### config.mk
export PLATFORM = sky130hd
export DESIGN_NAME = irq_status_unit
export DESIGN_NICKNAME = d
export VERILOG_FILES = /design/src/rtl/irqs_pkg.sv /design/src/rtl/irqs_status.sv /design/src/rtl/irqs_enable.sv /design/src/rtl/irqs_line.sv /design/src/rtl/irqs_readback.sv /design/src/rtl/irq_status_unit.sv
export SDC_FILE = /design/constraint.sdc
export NUM_CORES = 1
export LEC_CHECK = 0
export BUFFER_PORTS_ARGS = -buffer_cell sky130_fd_sc_hd__buf_2
export CORE_MARGIN = 4
export CORE_UTILIZATION = 45
export CTS_BUF_LIST = sky130_fd_sc_hd__clkbuf_4
export DETAILED_ROUTE_END_ITERATION = 10
export GPL_TIMING_DRIVEN = 0
export HOLD_SLACK_MARGIN = 0.02
export PLACE_DENSITY = 0.78
export SYNTH_ARGS = -nofsm -noshare
export SYNTH_HDL_FRONTEND = slang
export SYNTH_SLANG_ARGS = --single-unit
### constraint.sdc
create_clock -name clk -period 1.2 [get_ports clk]
set_clock_uncertainty 0.1 [all_clocks]
set_input_delay 0.12 -clock clk [delete_from_list [all_inputs] [get_ports clk]]
set_output_delay 0.12 -clock clk [all_outputs]
set_load 0.03 [all_outputs]
### src/rtl/irqs_pkg.sv
package irqs_pkg;

  typedef enum logic [1:0] {
    SEL_STATUS = 2'd0,
    SEL_ENABLE = 2'd1
  } reg_sel_e;

  // next sticky status: clears applied first, fresh events win
  function automatic logic [15:0] f_sticky_next(input logic [15:0] cur,
                                                input logic [15:0] clr,
                                                input logic [15:0] ev);
    return (cur & ~clr) | ev;
  endfunction

  // any enabled bit pending
  function automatic logic f_pending(input logic [15:0] stat,
                                     input logic [15:0] en);
    return |(stat & en);
  endfunction

endpackage

### src/rtl/irqs_status.sv
module irqs_status #(
  parameter int N = 16
) (
  input  logic         clk,
  input  logic         rst,
  input  logic [N-1:0] ev,
  input  logic [N-1:0] clr,
  output logic [N-1:0] stat_q
);
  for (genvar i = 0; i < N; i++) begin : g_bit
    always_ff @(posedge clk) begin
      if (rst)         stat_q[i] <= 1'b0;
      else if (ev[i])  stat_q[i] <= 1'b1;
      else if (clr[i]) stat_q[i] <= 1'b0;
    end
  end
endmodule

### src/rtl/irqs_enable.sv
module irqs_enable #(
  parameter int          N    = 16,
  parameter logic [N-1:0] KEEP = '1
) (
  input  logic         clk,
  input  logic         rst,
  input  logic         we,
  input  logic [N-1:0] wdata,
  output logic [N-1:0] en_q
);
  always_ff @(posedge clk) begin
    if (rst)     en_q <= '0;
    else if (we) en_q <= wdata & KEEP;
  end
endmodule

### src/rtl/irqs_line.sv
module irqs_line #(
  parameter int N = 16
) (
  input  logic         clk,
  input  logic         rst,
  input  logic [N-1:0] stat,
  input  logic [N-1:0] en,
  output logic         irq_q
);
  logic pend;
  assign pend = |(stat & en);
  always_ff @(posedge clk) begin
    if (rst) irq_q <= 1'b0;
    else     irq_q <= pend;
  end
endmodule

### src/rtl/irqs_readback.sv
module irqs_readback #(
  parameter int N  = 16,
  parameter int DW = 32,
  parameter int AW = 2
) (
  input  logic          clk,
  input  logic          rst,
  input  logic          rd,
  input  logic [AW-1:0] addr,
  input  logic [N-1:0]  stat,
  input  logic [N-1:0]  en,
  input  logic          busy,
  output logic [DW-1:0] rdata_q
);
  import irqs_pkg::*;
  localparam int BUSY_POS = DW - 1;

  logic [DW-1:0] word;
  always_comb begin
    word = '0;
    if (addr == AW'(SEL_STATUS)) begin
      word[N-1:0]    = stat;
      word[BUSY_POS] = busy;
    end else if (addr == AW'(SEL_ENABLE)) begin
      word[N-1:0] = en;
    end
  end

  always_ff @(posedge clk) begin
    if (rst)     rdata_q <= '0;
    else if (rd) rdata_q <= word;
  end
endmodule

### src/rtl/irq_status_unit.sv
module irq_status_unit #(
  parameter int          LANES   = 8,
  parameter int          DW      = 32,
  parameter int          AW      = 2,
  parameter logic [31:0] EN_IMPL = 32'h0000_3FFF
) (
  input  logic             clk,
  input  logic             rst,
  input  logic [LANES-1:0] lane_crc_err,
  input  logic             tx_crc_err,
  input  logic             desc_err,
  input  logic             rsp_crc_err,
  input  logic             rsp_timeout,
  input  logic             desc_timeout,
  input  logic             chain_done,
  input  logic             rsp_seen,
  input  logic             card_irq,
  input  logic             busy,
  input  logic             reg_wr,
  input  logic             reg_rd,
  input  logic [AW-1:0]    reg_addr,
  input  logic [DW-1:0]    reg_wdata,
  output logic [DW-1:0]    reg_rdata,
  output logic             irq
);
  import irqs_pkg::*;
  localparam int MISC = 8;
  localparam int N    = LANES + MISC;
  localparam logic [N-1:0] EN_KEEP = EN_IMPL[N-1:0];

  // named internal events (also observed by the checker)
  logic [N-1:0] ev_vec;
  logic [N-1:0] clr_vec;
  logic [N-1:0] stat_vec;
  logic [N-1:0] en_vec;
  logic         en_we;

  assign ev_vec  = {card_irq, rsp_seen, chain_done, desc_timeout,
                    rsp_timeout, rsp_crc_err, desc_err, tx_crc_err, lane_crc_err};
  assign clr_vec = (reg_wr && reg_addr == AW'(SEL_STATUS)) ? reg_wdata[N-1:0] : '0;
  assign en_we   = reg_wr && reg_addr == AW'(SEL_ENABLE);

  irqs_status #(.N(N)) u_status (
    .clk(clk), .rst(rst), .ev(ev_vec), .clr(clr_vec), .stat_q(stat_vec));

  irqs_enable #(.N(N), .KEEP(EN_KEEP)) u_enable (
    .clk(clk), .rst(rst), .we(en_we), .wdata(reg_wdata[N-1:0]), .en_q(en_vec));

  irqs_line #(.N(N)) u_line (
    .clk(clk), .rst(rst), .stat(stat_vec), .en(en_vec), .irq_q(irq));

  irqs_readback #(.N(N), .DW(DW), .AW(AW)) u_rb (
    .clk(clk), .rst(rst), .rd(reg_rd), .addr(reg_addr), .stat(stat_vec),
    .en(en_vec), .busy(busy), .rdata_q(reg_rdata));
endmodule

**Word-level counts from Yosys, hierarchy flattened**

Cells that the tools add are included.

- Logic and storage cells: 77
- Output and inout port bits: 33
- Flip-flop bits (word level): 48
- Input port bits: 55

- Mux-type cells: 36
- Bitwise gates (word level): 1
- Equal/unequal tests: 1
- Reduce and logical (&&, ||, !) cells: 20

Operators with widths:

| cell | count |
|---|---|
| 2-to-1 mux 1 bit | 33 |
| 2-to-1 mux 16 bit | 2 |
| nonzero test 2 bit | 16 |
| bitwise AND 16 x 14 -> 16 bit | 1 |
| OR reduction 16 bit | 1 |
| 2-to-1 mux 14 bit | 1 |
| == test 2 x 1 -> 1 bit (second input constant) | 1 |
| logical AND 1 bit | 2 |
| logical NOT 2 bit | 1 |

**Logic depth before layout (Yosys ltp)**

- Word-level depth: 5
- Gate-level depth with buffers: 6
- Mapped depth without buffers: 3

**Cells and area by module**

From an unflattened synthesis, not the netlist that was laid out.

- Cell total of the unflattened synthesis: 220
- Area total of the unflattened synthesis: 2379.8 um^2

Modules (own cells, without submodules):

| module | instances | cells each | area an instance (um^2) | sequential area each (um^2) |
|---|---|---|---|---|
| irqs_readback | 1 | 75 | 834.6 | 340.3 |
| irqs_status | 1 | 66 | 629.4 | 320.3 |
| irqs_enable | 1 | 48 | 526.8 | 280.3 |
| irq_status_unit | 1 | 20 | 282.8 | 0.0 |
| irqs_line | 1 | 11 | 106.4 | 20.0 |

**Least setup slack after synthesis**

Ideal clock, no wire load.

- Kind: input to register
- From: input port reg_addr[0]
- To: register u_status.stat_q[12]
- Library setup time: 0.132 ns
- Data arrival time: 0.943 ns
- Cell stages on the path: 5
- Data required time: 0.968 ns
- Path buffers: 2
- Setup slack: 0.025 ns
- Path through: buf_6 or3b_4 buf_6 o21ai_2 a21oi_1

- Word-level cells in the longest chain between the ends: 4

Ends and longest elaborated chain:

| what | line | RTL |
|---|---|---|
| start: declaration | irq_status_unit.sv:21 | `input logic [AW-1:0] reg_addr,` |
| logical NOT 2 bit | irq_status_unit.sv:40 | `assign clr_vec = (reg_wr && reg_addr == AW'(SEL_STATUS)) ? reg_wdata[N-1:0] : '0;` |
| logical AND 1 bit | irq_status_unit.sv:40 |  |
| 2-to-1 mux 16 bit | irq_status_unit.sv:40 |  |
| nonzero test 2 bit (no source line) | n/a |  |
| end signal: indexed assignment | irqs_status.sv:12 | `if (rst) stat_q[i] <= 1'b0;` |
| end signal: indexed assignment | irqs_status.sv:13 | `else if (ev[i]) stat_q[i] <= 1'b1;` |
| end signal: indexed assignment | irqs_status.sv:14 | `else if (clr[i]) stat_q[i] <= 1'b0;` |
| end: declaration | irqs_status.sv:8 | `output logic [N-1:0] stat_q` |

Every way passes these cells.
A chain may end at the register's enable or synchronous reset.

**Worst setup path in the final report**

- From: register u_status.stat_q[13]
- To: register u_line.irq_q

- Word-level cells in the longest chain between the ends: 2

Ends and longest elaborated chain:

| what | line | RTL |
|---|---|---|
| bitwise AND 16 x 14 -> 16 bit | irqs_line.sv:11 | `assign pend = \|(stat & en);` |
| OR reduction 16 bit | irqs_line.sv:11 |  |
| end signal: assignment | irqs_line.sv:14 | `else irq_q <= pend;` |
| end: declaration | irqs_line.sv:8 | `output logic irq_q` |

Every way passes these cells.

==> flow_summary.json <==
{
  "leakage_nw": 1.42,
  "path_cells": "a22o_1 -> a221oi_2 -> a31oi_1",
  "status": "finished, final reports clean",
  "cts_buffer_depth": 2,
  "yosysWarnings": 0,
  "cp-end-kind": "flip-flop",
  "cts.sinks": 48,
  "arrival_ns": 1.30,
  "routedWlPerCell_microns": 13.4,
  "cp-start-kind": "flip-flop",
  "htree_levels": 2,
  "ios": 88,
  "yosys.area.top_type": "dfxtp_1",
  "seq_power_share": 0.533,
  "slowest_delay_ns": 0.36,
  "synth_cell_type_count": 24,
  "clkTransAtPathRegs_ns": 0.14,
  "drtAntennaViolNets": 0,
  "die_h_microns": 77.4,
  "rsz0062_at_grt": "true",
  "yosysTopAreaCellShare": 0.443,
  "post-route-min-period_ns": 1.16,
  "timing.max_slew.rel_slack": 0.622,
  "crit_type": "reg -> reg",
  "cp_data_required_time_ns": 1.34,
  "drc": 0,
  "num_antenna_cells": 0,
  "grt_pass1_wl_microns": 9230,
  "vias": 2030,
  "p_comb_frac": 0.178,
  "p_clk_frac": 0.289,
  "cp_slowest_cell": "dfxtp_2",
  "core_sq_um": 4500,
  "syn_area_sq_um": 2170,
  "die_area_sq_um": 5990,
  "drv_cap": 0,
  "track_usage": 0.195,
  "powerDensity_nw_per_um2": 1080,
  "fin_nets": 427,
  "tns_ns": 0,
  "grt_pass1_vias": 1983,
  "clk_latency_ns": 0.37,
  "die_w_microns": 77.4,
  "drt-total-wl_microns": 5690,
  "drtIter0Drc": 133,
  "switching_share": 0.266,
  "final_util": 0.664,
  "grt_max_degree": 15,
  "initial_core_util": 0.481,
  "grt-ovfl-total": 0,
  "synth_cells": 263,
  "setup_violations": 0,
  "peakVddDrop_v": 0.000482,
  "hp-class": "in -> reg",
  "finalHoldViolCount": 0,
  "clockRootBuffer": "clkbuf_4",
  "critPathTopFamily": "compound AO/OA/AOI/OAI gates",
  "path_buf_inv": 0,
  "drt-pass1-iter-count": 4,
  "place_congestion": 0.766,
  "post_cts_buffers": 0,
  "synth.area.top_cells": "dfxtp_1 44%, a21oi_1 11%, mux2_2 7.3%",
  "finalCritPeriodShare": 0.966,
  "worst_slew_pin_slew_ns": 0.567,
  "internal_power_w": 0.00236,
  "fp-row-count": 24,
  "drive_above_1_share": 0.295,
  "antenna_found_initial": 0,
  "port_buffers": 54,
  "syn_to_final_growth_pct": 38.1,
  "numCtsBuffers": 5,
  "slew_viol_final": 0,
  "cts_tree": "built",
  "switching_power_w": 0.000858,
  "hpwl_microns": 3870,
  "fmax_mhz": 862,
  "avgSynthCellArea_sq_um": 8.24,
  "yosysSeqAreaShare": 0.443,
  "path_max_fanout": 3,
  "vias_per_cell": 4.78,
  "yosys_register_bits": 48
}
[stage by stage]
step / setup slack [ns] / cells / area (sq um) / power (W) / hold slack (ns)
floorplan: 0.0252 / 277 / 2220 / 0.00208 / 0.149
global placement: -0.124 / 383 / 2550 / 0.00222 / 0.257
detailed placement: -0.148 / 383 / 2550 / 0.00223 / 0.260
CTS: 0.0298 / 425 / 2980 / 0.00323 / 0.0274
global route: -0.0102 / 425 / 2990 / 0.00338 / 0.0474
finish: 0.0405 / 425 / 2990 / 0.00322 / 0.0502
[final cells by class]
cell class / count / area (sq um)
Inverter: 32 / 120
Clock inverter: 3 / 37.5
Clock buffer: 5 / 37.5
Tap cell: 52 / 65.1
Sequential cell: 48 / 965
Fill cell: 372 / 1510
Multi-Input combinational cell: 168 / 960
Buffer: 29 / 185
Timing Repair Buffer: 88 / 623
[what timing repair did]
action / CTS / global route
hold endpoints to repair: 33 / 0
cloned: 0 / 0
pin swaps: 0 / 1
hold buffers: 34 / 0
gates resized for setup: 1 / 8
setup endpoints to repair: 1 / 6
[power groups by stage]
| stage | sequential [W] | clock [W] | combinational [W] |
|---|---|---|---|
| 6_report | 0.00172 | 0.000930 | 0.000574 |
| 5_1_grt | 0.00173 | 0.00102 | 0.000628 |
| 4_1_cts | 0.00172 | 0.000947 | 0.000566 |
| 3_5_place_dp | 0.00175 | 0 | 0.000480 |
| 3_3_place_gp | 0.00175 | 0 | 0.000471 |
| 2_1_floorplan | 0.00177 | 0 | 0.000313 |
[metal layers]
layer	wire length [microns]	vias up	GRT usage
li1	-	1037	-
met1	2480	935	0.229
met2	2870	50	0.349
met3	254	8	0.0521
met4	91	0	0.0552
met5	0	-	0
[layout by cell type, fill, tap and decap left out, drive strengths merged]
| master | count |
|---|---|
| a21oi | 47 |
| a221oi | 2 |
| a22o | 2 |
| a22oi | 3 |
| a31oi | 1 |
| and3 | 1 |
| and3b | 1 |
| buf | 70 |
| bufinv | 1 |
| clkbuf | 18 |
| clkinv | 2 |
| conb | 15 |
| dfxtp | 48 |
| dlygate4sd3 | 34 |
| inv | 32 |
| mux2 | 14 |
| nand2 | 28 |
| nand2b | 3 |
| nand3 | 3 |
| nand3b | 1 |
| nor2 | 15 |
| nor2b | 15 |
| o21ai | 16 |
| or3b | 1 |
[sequential cells by signal, summed over array words and instances, names as in the netlist]
register,flops
u_status.stat_q,16
u_line.irq_q,1
u_rb.rdata_q,17
u_enable.en_q,14
[worst register-to-register path, delay by kind of cell, from the launching register on]
family / cells / cell delay, ns
AO/OA/AOI/OAI: 3 / 0.57
flip-flops: 1 / 0.36
[synthesized netlist by cell type]
master and n:
nor2_1 15, nand3b_1 1, mux2_2 14, buf_2 4, conb_1 1, a22oi_1 3, nand3_1 3, or3b_4 1
nor2b_1 15, nand2b_1 3, a31oi_1 1, and3_1 1, inv_1 32, nand2_1 28, clkbuf_1 8, buf_6 2
dfxtp_1 48, a22o_1 2, o21ai_2 10, a221oi_1 2, o21ai_0 6, a21oi_1 47, and3b_1 1, buf_4 15
[worst paths after layout]
| path | start | cells after the start | endpoint | slack, ns |
|---|---|---|---|---|
| worst max-delay path | u_status.stat_q[13] | 3 | u_line.irq_q | 0.04 |
| worst min-delay path | rst | 2 | u_rb.rdata_q[0] | 0.05 |
| worst max register to register | u_status.stat_q[13] | 3 | u_line.irq_q | 0.04 |
| worst min register to register | u_status.stat_q[14] | 2 | u_status.stat_q[14] | 0.38 |
[kinds of logic (layout without fill, tap and decap cells)]
| group | count (synthesis) | in the layout | share of synthesized area |
|---|---|---|---|
| AO/OA/AOI/OAI | 71 | 71 | 0.192 |
| buffers and inverters | 61 | 157 | 0.141 |
| flip-flops | 48 | 48 | 0.443 |
| multiplexers | 14 | 14 | 0.0727 |
| other | 1 | 15 | 0.00173 |
| AND/OR/NAND/NOR | 68 | 68 | 0.149 |
No activity file was read; power rests on OpenSTA's default activity.
